===== src/rtl/dramc_pkg.sv =====
package dramc_pkg;

  typedef enum logic [3:0] {
    S_IDLE,
    S_AROW,   // row address setup, strobes high
    S_ARAS,   // row strobe low
    S_ACOL,   // column address setup under row strobe
    S_ACAS,   // column strobe low, bit transferred
    S_ARUP,   // row strobe rises, write-back of the row
    S_AEND,   // column strobe rises, precharge
    S_RROW,   // refresh row setup
    S_RRAS,   // refresh row strobe low
    S_REND    // refresh precharge
  } dram_st_e;

  function automatic logic [15:0] wrap_inc(input logic [15:0] v, input logic [15:0] lim);
    return (v == lim - 16'd1) ? 16'd0 : v + 16'd1;
  endfunction

endpackage


===== src/rtl/dramc_ref_timer.sv =====
module dramc_ref_timer
  import dramc_pkg::*;
#(
  parameter int REF_CYCLES = 7812,
  parameter int ROW_W      = 6
) (
  input  logic             clk,
  input  logic             rst_n,
  input  logic             rf_done,
  output logic             rf_pend,
  output logic [ROW_W-1:0] rf_row
);
  localparam int CNT_W = $clog2(REF_CYCLES + 1);
  localparam int ROWS  = 1 << ROW_W;

  logic [CNT_W-1:0] cnt;
  logic             rf_tick;
  logic [15:0]      row_nx;

  assign rf_tick = (cnt == CNT_W'(REF_CYCLES - 1));
  assign row_nx  = wrap_inc(16'(rf_row), 16'(ROWS));

  always_ff @(posedge clk) begin
    if (!rst_n) begin
      cnt     <= '0;
      rf_pend <= 1'b0;
      rf_row  <= '0;
    end else begin
      cnt <= rf_tick ? '0 : cnt + 1'b1;
      if (rf_tick)      rf_pend <= 1'b1;
      else if (rf_done) rf_pend <= 1'b0;
      if (rf_done) rf_row <= row_nx[ROW_W-1:0];
    end
  end


  row_adv_chk: assert property (@(posedge clk) disable iff (!rst_n)
    rf_done |=> rf_row == ROW_W'($past(rf_row) + 1'b1));


  row_hold_chk: assert property (@(posedge clk) disable iff (!rst_n)
    !rf_done |=> $stable(rf_row));


  tick_pend_chk: assert property (@(posedge clk) disable iff (!rst_n)
    rf_tick |=> rf_pend);

endmodule


===== src/rtl/dramc_seq.sv =====
module dramc_seq
  import dramc_pkg::*;
#(
  parameter int ROW_W = 6,
  parameter int COL_W = 6,
  parameter int T_PH  = 2
) (
  input  logic                   clk,
  input  logic                   rst_n,
  input  logic                   req,
  input  logic                   wr,
  input  logic [ROW_W+COL_W-1:0] addr,
  input  logic                   wdata,
  input  logic                   mdout,
  input  logic                   rf_pend,
  input  logic [ROW_W-1:0]       rf_row,
  output logic                   ready,
  output logic                   rdata,
  output logic [ROW_W-1:0]       ma,
  output logic                   ras_n,
  output logic                   cas_n,
  output logic                   we_n,
  output logic                   mdin,
  output logic                   rf_done
);
  localparam int PH_W  = $clog2(T_PH + 1);
  localparam int ADR_W = ROW_W + COL_W;

  dram_st_e         st, st_nx;
  logic [PH_W-1:0]  ph;
  logic [ADR_W-1:0] a_q;
  logic             wr_q, wd_q;

  logic ph_last, acc_start, ref_start, col_phase, in_ref, ras_low, cas_low;

  assign ph_last   = (ph == PH_W'(T_PH - 1));
  assign ready     = (st == S_IDLE) && !rf_pend;
  assign ref_start = (st == S_IDLE) && rf_pend;
  assign acc_start = ready && req;
  assign col_phase = (st == S_ACOL) || (st == S_ACAS) || (st == S_ARUP);
  assign in_ref    = (st == S_RROW) || (st == S_RRAS) || (st == S_REND);
  assign ras_low   = (st == S_ARAS) || (st == S_ACOL) || (st == S_ACAS) || (st == S_RRAS);
  assign cas_low   = (st == S_ACAS) || (st == S_ARUP);
  assign rf_done   = (st == S_REND) && ph_last;

  always_comb begin
    st_nx = st;
    if (st == S_IDLE) begin
      if (ref_start)      st_nx = S_RROW;
      else if (acc_start) st_nx = S_AROW;
    end else if (ph_last) begin
      case (st)
        S_AROW:  st_nx = S_ARAS;
        S_ARAS:  st_nx = S_ACOL;
        S_ACOL:  st_nx = S_ACAS;
        S_ACAS:  st_nx = S_ARUP;
        S_ARUP:  st_nx = S_AEND;
        S_RROW:  st_nx = S_RRAS;
        S_RRAS:  st_nx = S_REND;
        default: st_nx = S_IDLE;
      endcase
    end
  end

  always_ff @(posedge clk) begin
    if (!rst_n) begin
      st    <= S_IDLE;
      ph    <= '0;
      a_q   <= '0;
      wr_q  <= 1'b0;
      wd_q  <= 1'b0;
      rdata <= 1'b0;
    end else begin
      st <= st_nx;
      ph <= (st_nx != st) ? '0 : ph + 1'b1;
      if (acc_start) begin
        a_q  <= addr;
        wr_q <= wr;
        wd_q <= wdata;
      end
      if ((st == S_ACAS) && ph_last && !wr_q) rdata <= mdout;
    end
  end

  assign ras_n = !ras_low;
  assign cas_n = !cas_low;
  assign we_n  = !(wr_q && col_phase);
  assign mdin  = wd_q;
  assign ma    = in_ref    ? rf_row :
                 col_phase ? a_q[COL_W-1:0] : a_q[ADR_W-1:COL_W];

  // strobe run-length tracker for the phase-width check
  logic [1:0]      strb_q;
  logic [PH_W-1:0] hold;
  always_ff @(posedge clk) begin
    if (!rst_n) begin
      strb_q <= 2'b11;
      hold   <= '0;
    end else begin
      strb_q <= {ras_n, cas_n};
      if ({ras_n, cas_n} != strb_q) hold <= PH_W'(1);
      else if (hold != PH_W'(T_PH)) hold <= hold + 1'b1;
    end
  end


  strobe_hold_chk: assert property (@(posedge clk) disable iff (!rst_n)
    ({ras_n, cas_n} != strb_q) |-> hold >= PH_W'(T_PH));


  cas_under_ras_chk: assert property (@(posedge clk) disable iff (!rst_n)
    $fell(cas_n) |-> !ras_n);


  cas_after_ras_chk: assert property (@(posedge clk) disable iff (!rst_n)
    $rose(cas_n) |-> ras_n);


  ref_no_cas_chk: assert property (@(posedge clk) disable iff (!rst_n)
    ref_start |=> cas_n && we_n);

endmodule


===== src/rtl/dramc_top.sv =====
module dramc_top #(
  parameter int ROW_W      = 6,
  parameter int COL_W      = 6,
  parameter int T_PH       = 2,
  parameter int REF_CYCLES = 7812
) (
  input  logic                   clk,
  input  logic                   rst_n,
  input  logic                   req,
  input  logic                   wr,
  input  logic [ROW_W+COL_W-1:0] addr,
  input  logic                   wdata,
  output logic                   rdata,
  output logic                   ready,
  output logic [ROW_W-1:0]       ma,
  output logic                   ras_n,
  output logic                   cas_n,
  output logic                   we_n,
  output logic                   mdin,
  input  logic                   mdout
);
  logic             rf_pend, rf_done;
  logic [ROW_W-1:0] rf_row;

  dramc_ref_timer #(.REF_CYCLES(REF_CYCLES), .ROW_W(ROW_W)) u_timer (
    .clk(clk), .rst_n(rst_n), .rf_done(rf_done),
    .rf_pend(rf_pend), .rf_row(rf_row)
  );

  dramc_seq #(.ROW_W(ROW_W), .COL_W(COL_W), .T_PH(T_PH)) u_seq (
    .clk(clk), .rst_n(rst_n), .req(req), .wr(wr), .addr(addr), .wdata(wdata),
    .mdout(mdout), .rf_pend(rf_pend), .rf_row(rf_row),
    .ready(ready), .rdata(rdata), .ma(ma), .ras_n(ras_n), .cas_n(cas_n),
    .we_n(we_n), .mdin(mdin), .rf_done(rf_done)
  );

endmodule


===== config.mk =====
export PLATFORM = sky130hd
export DESIGN_NAME = dramc_top
export DESIGN_NICKNAME = d
export VERILOG_FILES = /design/src/rtl/dramc_pkg.sv /design/src/rtl/dramc_ref_timer.sv /design/src/rtl/dramc_seq.sv /design/src/rtl/dramc_top.sv
export SDC_FILE = /design/constraint.sdc
export NUM_CORES = 1
export LEC_CHECK = 0
export BUFFER_PORTS_ARGS = -buffer_cell sky130_fd_sc_hd__buf_2
export CORE_MARGIN = 8
export CORE_UTILIZATION = 50
export CTS_CLUSTER_DIAMETER = 30
export CTS_CLUSTER_SIZE = 14
export DETAILED_ROUTE_END_ITERATION = 16
export PLACE_DENSITY = 0.71
export SETUP_SLACK_MARGIN = 0.1
export SLEW_MARGIN = 20
export SYNTH_ARGS = -nofsm -noshare
export SYNTH_HDL_FRONTEND = slang
export SYNTH_SLANG_ARGS = --single-unit

===== constraint.sdc =====
create_clock -name clk -period 3.7 [get_ports clk]
set_input_delay 0.185 -clock clk [delete_from_list [all_inputs] [get_ports clk]]
set_output_delay 0.185 -clock clk [all_outputs]
set_load 0.02 [all_outputs]

---- After elaboration in Yosys (flattened, before gate mapping) ----
Cells that the tools add are included.
Widths: inputs -> output; s select.
word-level totals
  bits in registers ....................... 41
  input port bits ......................... 18
  output and inout port bits .............. 12
  logic and storage cells ................. 59
operators by class
  $add $sub $neg .......................... 3
  equal/unequal tests ..................... 12
  mux-type cells .......................... 10
  bitwise gates (word level) .............. 1
  reductions and logical operators ........ 24
operators with widths
  kind                   count
  $pmux 4 s7             1
  $mux 6                 3
  $mux 4                 4
  $add 13x1->13 const B  1
  $eq 13x13->1 const B   1
  $eq 4x3->1 const B     3
  $eq 4x2->1 const B     2
  $eq 4x4->1 const B     2
  $logic_or 1x1->1       8
  $logic_and 1x1->1      7
  $add 6x1->6 const B    1
  $eq 6x6->1 const B     1
  $logic_not 1->1        5
  $eq 4x1->1 const B     1
  $logic_not 4->1        1
  $ne 4x4->1             1
  $reduce_or 2->1        2
  $add 2x1->2 const B    1
  $eq 2x1->1 const B     1
  $mux 1                 2
  $reduce_bool 2->1      1
  $not 1->1              1

---- Depth between registers and ports, before layout ----
Gate-level depths: netlist of the first run.
  depth after elaboration ................. 8
  depth in mapped cells ................... 7
  mapped depth without buffers ............ 6

---- Modules after synthesis ----
Synthesis of the first run repeated with hierarchy kept, for this count alone.
second synthesis, totals
  cells, all modules ...................... 246
  area total of the unflattened synthesis .. 2050.7 um^2
by module, submodules not included
  module           instances  cells an instance  area an instance (um^2)  seq. area each (um^2)
  dramc_seq        1          149                1187.4                   420.4
  dramc_ref_timer  1          97                 863.3                    400.4

---- Least setup slack after synthesis of the first run ----
No wires, ideal clock.
  path type ............................... flip-flop to output port
  start point ............................. reg u_seq.st[2]
  end point ............................... out ma[0]
  arrival time ............................ 1.953 ns
  data required time ...................... 3.515 ns
  path slack .............................. 1.562 ns
  cell stages (with the launch flop) ...... 7
  buffers on the path ..................... 2
  cell sequence ........................... dfxtp_1 -> buf_2 -> or3b_2 -> o31a_1 -> clkbuf_1 -> mux2i_1 -> o21ai_0
on the way
  cells in the longest elaborated chain, start to end .. 5
  elaborated cells between the ends (all ways) .. 12
  those cells by class .................... 6 x eq/ne; 2 x mux; 4 x reduce/logical
ends and longest elaborated chain
  what                                             line             source
  from (decl)                                      dramc_seq.sv:29  dram_st_e st, st_nx;
  from (signal assigned)                           dramc_seq.sv:74  st <= st_nx;
  $eq 4x2->1 / $eq 4x3->1 (equally long branches)  dramc_seq.sv:40  assign col_phase = (st == S_ACOL) || (st == S_ACAS) || (st == S_ARUP);
  $logic_or 1x1->1 (2 in series)                   dramc_seq.sv:40
  $mux 6                                           dramc_seq.sv:90  col_phase ? a_q[COL_W-1:0] : a_q[ADR_W-1:COL_W];
  $mux 6 (*)                                       dramc_seq.sv:89  assign ma = in_ref ? rf_row :
  to (decl)                                        dramc_top.sv:15  output logic [ROW_W-1:0] ma,
Mark *: on every way between the ends. The rest lies on a longest branch, timed or not.

---- Worst setup path after layout of the first run ----
  start point ............................. reg u_seq.st[2]
  end point ............................... out ma[4]
The elaborated chain is that of the path after synthesis.

==> impl_metrics.py, run 1 <==
metrics = {
    "grt": {
        "grt_antenna_before_repair": 0,
        "grt_start_max_net_pins": 28,
        "overflow": 0,
        "grt_pass1_vias": 1590,
        "grt_usage_pct": 12.8,
        "grt_pass1_wl_mm": 6.71,
    },
    "sta": {
        "post-route-period-util_pct": 64.9,
        "finalMaxSlewViolations": 0,
        "worst_hold_slack_ps": 150,
        "relSlewSlack_pct": 42.5,
        "worst_pin_slew_ps": 860,
        "hold_violations": 0,
        "period_minus_slack_ps": 2400,
        "layout_setup_ws_ps": 1300,
        "setup_violations": 0,
        "setup_tns_ps": 0,
        "rsz0062_at_grt": "no",
        "timing.clock.skew_ps": 5.73,
        "fmax_ghz": 0.416,
    },
    "placement": {
        "place_hpwl_mm": 2.68,
        "place_ws_ps": 1580,
        "io_buffers": 29,
        "globalplace.congestion": 0.764,
    },
    "drt": {
        "drc": 0,
        "met3_length_um": 131,
        "wirelength_met1_mm": 1.81,
        "drt-wirelength-per-cell_um": 12.3,
        "postRouteAntennaNets": 0,
        "routed-via-count": 1618,
        "drt-vias-per-instance": 5.25,
        "routed.top_layer": "met4",
        "routed-wl-met2_mm": 1.79,
        "drt_iter0_drc": 61,
        "postRouteWirelength_mm": 3.80,
        "drt-pass1-iter-count": 4,
    },
    "layout": {
        "synthToLayoutAreaGrowth_pct": 12.8,
        "final_cell_mix": "dfxtp_1, buf_2, mux2i_1, nor2_1",
        "diodes": 0,
        "final_core_util_pct": 58.1,
        "final_common_cell": "dfxtp_1",
        "nNetsFinal": 278,
        "drive_gt1_share_pct": 17.1,
    },
    "setup_path": {
        "arrival_ps": 2220,
        "path_class": "flip-flop to primary output",
        "slowest_delay_ps": 660,
        "worst_path_max_delay_cell": "dfxtp_1",
        "cp-start-kind": "flip-flop",
        "endpoint_kind": "primary output",
        "critical_path_required_ps": 3510,
        "cp_max_fo": 17,
        "worstPathBufferInverterCount": 1,
        "crit_family": "flip-flops",
        "path_cells": "or3b_2 -> o31a_1 -> mux2i_1 -> o21ai_0 -> buf_2",
    },
    "cts": {
        "cts_buffers": 5,
        "ctsResizeCount": 0,
        "tritoncts": "done",
        "clock_latency_ps": 280,
        "root_buffer": "clkbuf_8",
        "htree_levels": 2,
        "cts.sinks": 41,
        "post_cts_buffers": 0,
        "clk_path_buf_depth": 2,
        "cts_hold_buf": 0,
        "path_clk_slew_ps": 70,
    },
    "synth": {
        "synth_edf_count": 0,
        "yosysWarningCount": 0,
        "ys_seq_area_share_pct": 40.4,
        "syn_area_um2": 2030,
        "synthArstFlopShare_pct": 0,
        "syn_inst": 233,
        "syn-mean-instance-area_um2": 8.72,
        "syn_nets": 254,
        "ys_ff_latch": 41,
        "yosysUniqueCellTypes": 41,
        "synth-main-ff-cell": "dfxtp_1",
    },
    "floorplan": {
        "core-area_um2": 3940,
        "die_y_um": 79.7,
        "rows": 23,
        "die_w_um": 79.7,
        "num_io_pins": 30,
        "initial_core_util_pct": 51.5,
        "dieArea_um2": 6360,
    },
    "worst_hold_path": {
        "hold_class": "primary input to flip-flop",
    },
    "power": {
        "vdd_ir_drop_max_mv": 0.290,
        "power_density_nw_per_um2": 522,
        "p_total_mw": 1.20,
        "p_leak_nw": 0.950,
    },
    "status": {
        "outcome": "complete, no violations",
    },
    "job": {
        "maxCapViolations": 0,
    },
}
-- cell usage after synthesis (2+ instances only) --
| library cell | count | area, um^2 |
|---|---|---|
| dfxtp_1 | 41 | 821 |
| mux2i_1 | 22 | 220 |
| nor2_1 | 22 | 82.6 |
| nand2_1 | 20 | 75.1 |
| nor2b_1 | 20 | 125 |
| xnor2_1 | 14 | 123 |
| o21ai_0 | 12 | 60.1 |
| nand3_1 | 10 | 50.1 |
| clkbuf_1 | 9 | 33.8 |
| inv_1 | 8 | 30.0 |
| nor3_1 | 5 | 25.0 |
| and2_1 | 4 | 25.0 |
| nor4_1 | 4 | 25.0 |
| buf_2 | 3 | 15.0 |
| ha_1 | 3 | 37.5 |
| nand2b_1 | 3 | 18.8 |
| or3_1 | 3 | 18.8 |
| xor2_1 | 3 | 26.3 |
| a21boi_0 | 2 | 15.0 |
| a21oi_1 | 2 | 10.0 |
| nand4_1 | 2 | 12.5 |
| o31a_1 | 2 | 17.5 |
-- path summary, 6_finish.rpt --
path          startpoint            to  slack, ps  cells after the start
max          u_seq.st[2]         ma[4]       1300                      5
min              addr[3]  u_seq.a_q[3]        150                      3
max reg2reg  u_seq.st[2]  u_seq.a_q[2]       1590                      4
min reg2reg  u_seq.ph[0]   u_seq.ph[0]        430                      1
-- metal layers --
| metal | vias to the layer above | track usage [%] |
|---|---|---|
| li1 | 836 | - |
| met1 | 746 | 15.3 |
| met2 | 30 | 21.0 |
| met3 | 6 | 2.70 |
| met4 | 0 | 6.91 |
| met5 | - | 0 |
-- tightest hold or removal path, delay by kind of cell --
kind	cells	cell delay, ps
and+or+nand+nor	1	90
buffers and inverters	1	70
muxes	1	50
-- state kept, by name (all words and copies together) (netlist names) --
| signal | count |
|---|---|
| u_timer.rf_row | 6 |
| u_seq.rdata | 1 |
| u_timer.cnt | 13 |
| u_seq.mdin | 1 |
| u_timer.rf_pend | 1 |
| u_seq.st | 4 |
| u_seq.a_q | 12 |
| u_seq.wr_q | 1 |
| u_seq.ph | 2 |
-- kinds of logic after synthesis --
| logic type | Yosys count | synth area share (%) |
|---|---|---|
| flip-flops | 41 | 40.4 |
| multiplexers | 22 | 10.8 |
| buffers and inverters | 21 | 4.25 |
| AND/OR/NAND/NOR | 103 | 27.0 |
| AO/OA/AOI/OAI | 25 | 7.83 |
| XOR/XNOR | 17 | 7.33 |
| adder cells (fa/ha/maj) | 4 | 2.34 |
-- area by class of cell --
type,count,area (um^2)
Timing Repair Buffer,30,153
Clock inverter,1,5.00
Sequential cell,41,821
Fill cell,357,1650
Tap cell,50,62.6
Multi-Input combinational cell,171,1120
Inverter,8,30.0
Clock buffer,7,96.3
-- through the flow --
| step | instance area [um^2] | instances |
|---|---|---|
| global placement | 2190 | 300 |
| global route | 2290 | 308 |
| finish | 2290 | 308 |
| floorplan | 2030 | 233 |
| detailed placement | 2190 | 300 |
| CTS | 2290 | 308 |
-- report_power, final --
group | switching (mW) | leakage [nW] | internal [mW]
clock | 0.142 | 0.0542 | 0.168
sequential | 0.0539 | 0.334 | 0.488
combinational | 0.188 | 0.562 | 0.157
total | 0.383 | 0.950 | 0.814
(Power assumes the default switching activity.)
==> inputs of run 2 (changes only) <==
ABC_AREA = 1   (was unset)
clock period = 2.29 ns   (was 3.7 ns; I/O delays follow)
==> impl_metrics.py, run 2 <==
metrics = {
    "power": {
        "power_density_nw_per_um2": 1340,
        "p_leak_nw": 1.07,
        "p_total_mw": 3.18,
        "vdd_ir_drop_max_mv": 0.712,
    },
    "cts": {
        "cts_buffers": 5,
        "clock_latency_ps": 290,
        "path_clk_slew_ps": 80,
        "root_buffer": "clkbuf_8",
        "ctsResizeCount": 0,
        "tritoncts": "done",
        "post_cts_buffers": 0,
        "cts_hold_buf": 0,
        "clk_path_buf_depth": 2,
        "cts.sinks": 41,
        "htree_levels": 2,
    },
    "layout": {
        "nNetsFinal": 342,
        "synthToLayoutAreaGrowth_pct": 14.0,
        "fin_area_um2": 2370,
        "drive_gt1_share_pct": 20.2,
        "final_cell_mix": "nor2_1, nand2_1, dfxtp_1, buf_2, inv_1",
        "max_flop_register": "u_timer.cnt",
        "diodes": 0,
        "largest_register_ffs": 13,
        "largestRegisters": "u_timer.cnt (13), u_seq.a_q (12), u_timer.rf_row (6)",
        "final_common_cell": "nor2_1",
    },
    "sta": {
        "hold_violations": 0,
        "rsz0062_at_grt": "no",
        "timing.clock.skew_ps": 3.05,
        "setup_tns_ps": 0,
        "finalMaxSlewViolations": 0,
        "post-route-period-util_pct": 88.3,
        "relSlewSlack_pct": 70.1,
        "fmax_ghz": 0.494,
        "setup_violations": 0,
        "worst_pin_slew_ps": 448,
        "period_minus_slack_ps": 2020,
    },
    "floorplan": {
        "initial_core_util_pct": 52.0,
        "core-area_um2": 4000,
        "die_y_um": 80.5,
        "dieArea_um2": 6480,
        "rows": 23,
        "die_w_um": 80.5,
        "num_io_pins": 30,
    },
    "setup_path": {
        "cp_max_fo": 12,
        "endpoint_kind": "primary output",
        "r2r_cells": 11,
        "path_class": "flip-flop to primary output",
        "reg2reg_from": "u_seq.ph[0]",
        "cp-start-kind": "flip-flop",
        "r2r_end": "u_seq.ph[0]",
        "worst-r2r-setup-slack_ps": 680,
        "critical_path_required_ps": 2180,
        "arrival_ps": 1910,
    },
    "grt": {
        "grt_pass1_vias": 1703,
        "grt_start_max_net_pins": 21,
        "overflow": 0,
        "grt_antenna_before_repair": 0,
        "grt_pass1_wl_mm": 7.28,
        "grt_usage_pct": 14.0,
    },
    "drt": {
        "postRouteWirelength_mm": 4.34,
        "postRouteAntennaNets": 0,
        "drt-vias-per-instance": 5.07,
        "drt-pass1-iter-count": 4,
        "drt-wirelength-per-cell_um": 11.7,
        "drt_iter0_drc": 121,
        "drc": 0,
        "routed-via-count": 1885,
    },
    "worst_hold_path": {
        "hold_depth": 3,
        "hold_path_startpoint": "addr[6]",
        "hold_path_end": "u_seq.a_q[6]",
        "hold_class": "primary input to flip-flop",
    },
    "synth": {
        "syn-mean-instance-area_um2": 7.13,
        "post-synth-top-area-cell": "dfxtp_1",
        "synth-compound-area-share_pct": 12.0,
        "synth_top_family_by_area": "simple AND/OR/NAND/NOR gates",
        "synthXorXnorAreaFrac_pct": 1.68,
        "netlist_top_cells_count": "nor2_1, nand2_1, dfxtp_1, inv_1, o21ai_0",
        "syn_area_um2": 2080,
        "synthArstFlopShare_pct": 0,
        "synth_top_area_share_pct": 39.4,
        "synth_edf_count": 0,
        "syn_nets": 313,
        "yosysMostFrequentCell": "nor2_1",
        "yosysUniqueCellTypes": 35,
        "synth_mux_area_share_pct": 0,
        "synth-main-ff-cell": "dfxtp_1",
        "synthTopCellsByArea": "dfxtp_1, nor2_1, nand2_1",
        "synth_fa_ha_area_share_pct": 1.80,
        "syn_inst": 292,
        "ys_seq_area_share_pct": 39.4,
        "yosysWarningCount": 0,
        "ys_ff_latch": 41,
        "synthSimpleGateAreaFrac_pct": 36.0,
    },
    "status": {
        "outcome": "complete, no violations",
    },
    "placement": {
        "dpl_cell_area_um2": 2240,
        "place_hpwl_mm": 3.25,
        "io_buffers": 29,
        "globalplace.congestion": 0.917,
    },
    "job": {
        "maxCapViolations": 0,
    },
}
==> run 2: changes by cell type after synthesis, moves of 10 or more <==
cell and delta:
o21ai_0 +14, a21oi_1 +10, nor2_1 +40, xnor2_1 -13
nand2_1 +25, mux2i_1 -22, inv_1 +19, nor2b_1 -20
==> run 2: power by group <==
part	switching, mW	internal (mW)	leakage, nW	total (mW)
Clock	0.242	0.433	0.0681	0.675
Combinational	1.02	0.508	0.672	1.53
Sequential	0.125	0.848	0.335	0.973
Total	1.39	1.79	1.07	3.18
==> run 2: per-layer routing <==
layer	vias up	track usage [%]	part of all wire, %	routed length (um)
met5	-	0	0	0
met4	0	5.64	1.4	62
met3	6	4.80	8.5	370
met2	62	22.1	44	1920
met1	818	16.9	46	1990
li1	999	-	-	-
==> run 2: kinds of logic (layout without fill, tap and decap cells) <==
logic type | Yosys count | in the layout
flip-flops | 41 | 41
adder cells (fa/ha/maj) | 3 | 3
AND/OR/NAND/NOR | 154 | 154
AO/OA/AOI/OAI | 47 | 47
buffers and inverters | 43 | 73
XOR/XNOR | 4 | 4
==> run 2: stage by stage <==
step	std cells	hold slack (ps)	util (%)	worst slack (ps)
CTS	372	34.9	59.3	270
floorplan	292	249	-	773
detailed placement	364	341	56.0	607
global route	372	37.8	59.3	131
finish	372	42.9	59.3	268
global placement	364	335	56.0	681
==> run 2: worst max-delay path by stage <==
| stage | start | to | slack (ps) | cells past startpoint |
|---|---|---|---|---|
| after floorplan | u_seq.st[2] | ma[1] | 770 | 7 |
| after global placement | u_seq.st[2] | ma[4] | 680 | 7 |
| after detailed placement | u_seq.st[2] | ma[1] | 610 | 7 |
| after CTS | u_seq.st[2] | ma[1] | 270 | 7 |
| after global routing | u_seq.st[2] | ma[0] | 130 | 7 |
| final | u_seq.st[2] | ma[1] | 270 | 7 |
==> run 2: layout make-up <==
cell class | count | area [um^2]
Clock buffer | 5 | 68.8
Clock inverter | 3 | 65.1
Fill cell | 383 | 1630
Inverter | 36 | 140
Multi-Input combinational cell | 208 | 1070
Sequential cell | 41 | 821
Tap cell | 50 | 62.6
Timing Repair Buffer | 29 | 145
==> run 2: worst max-delay path, stage by stage, from the launching register on <==
cell	delay [ps]
dfxtp_1	490
inv_2	110
nand3_1	140
nand2_1	80
nor2_2	320
o21ai_0	150
o22ai_1	130
buf_2	190
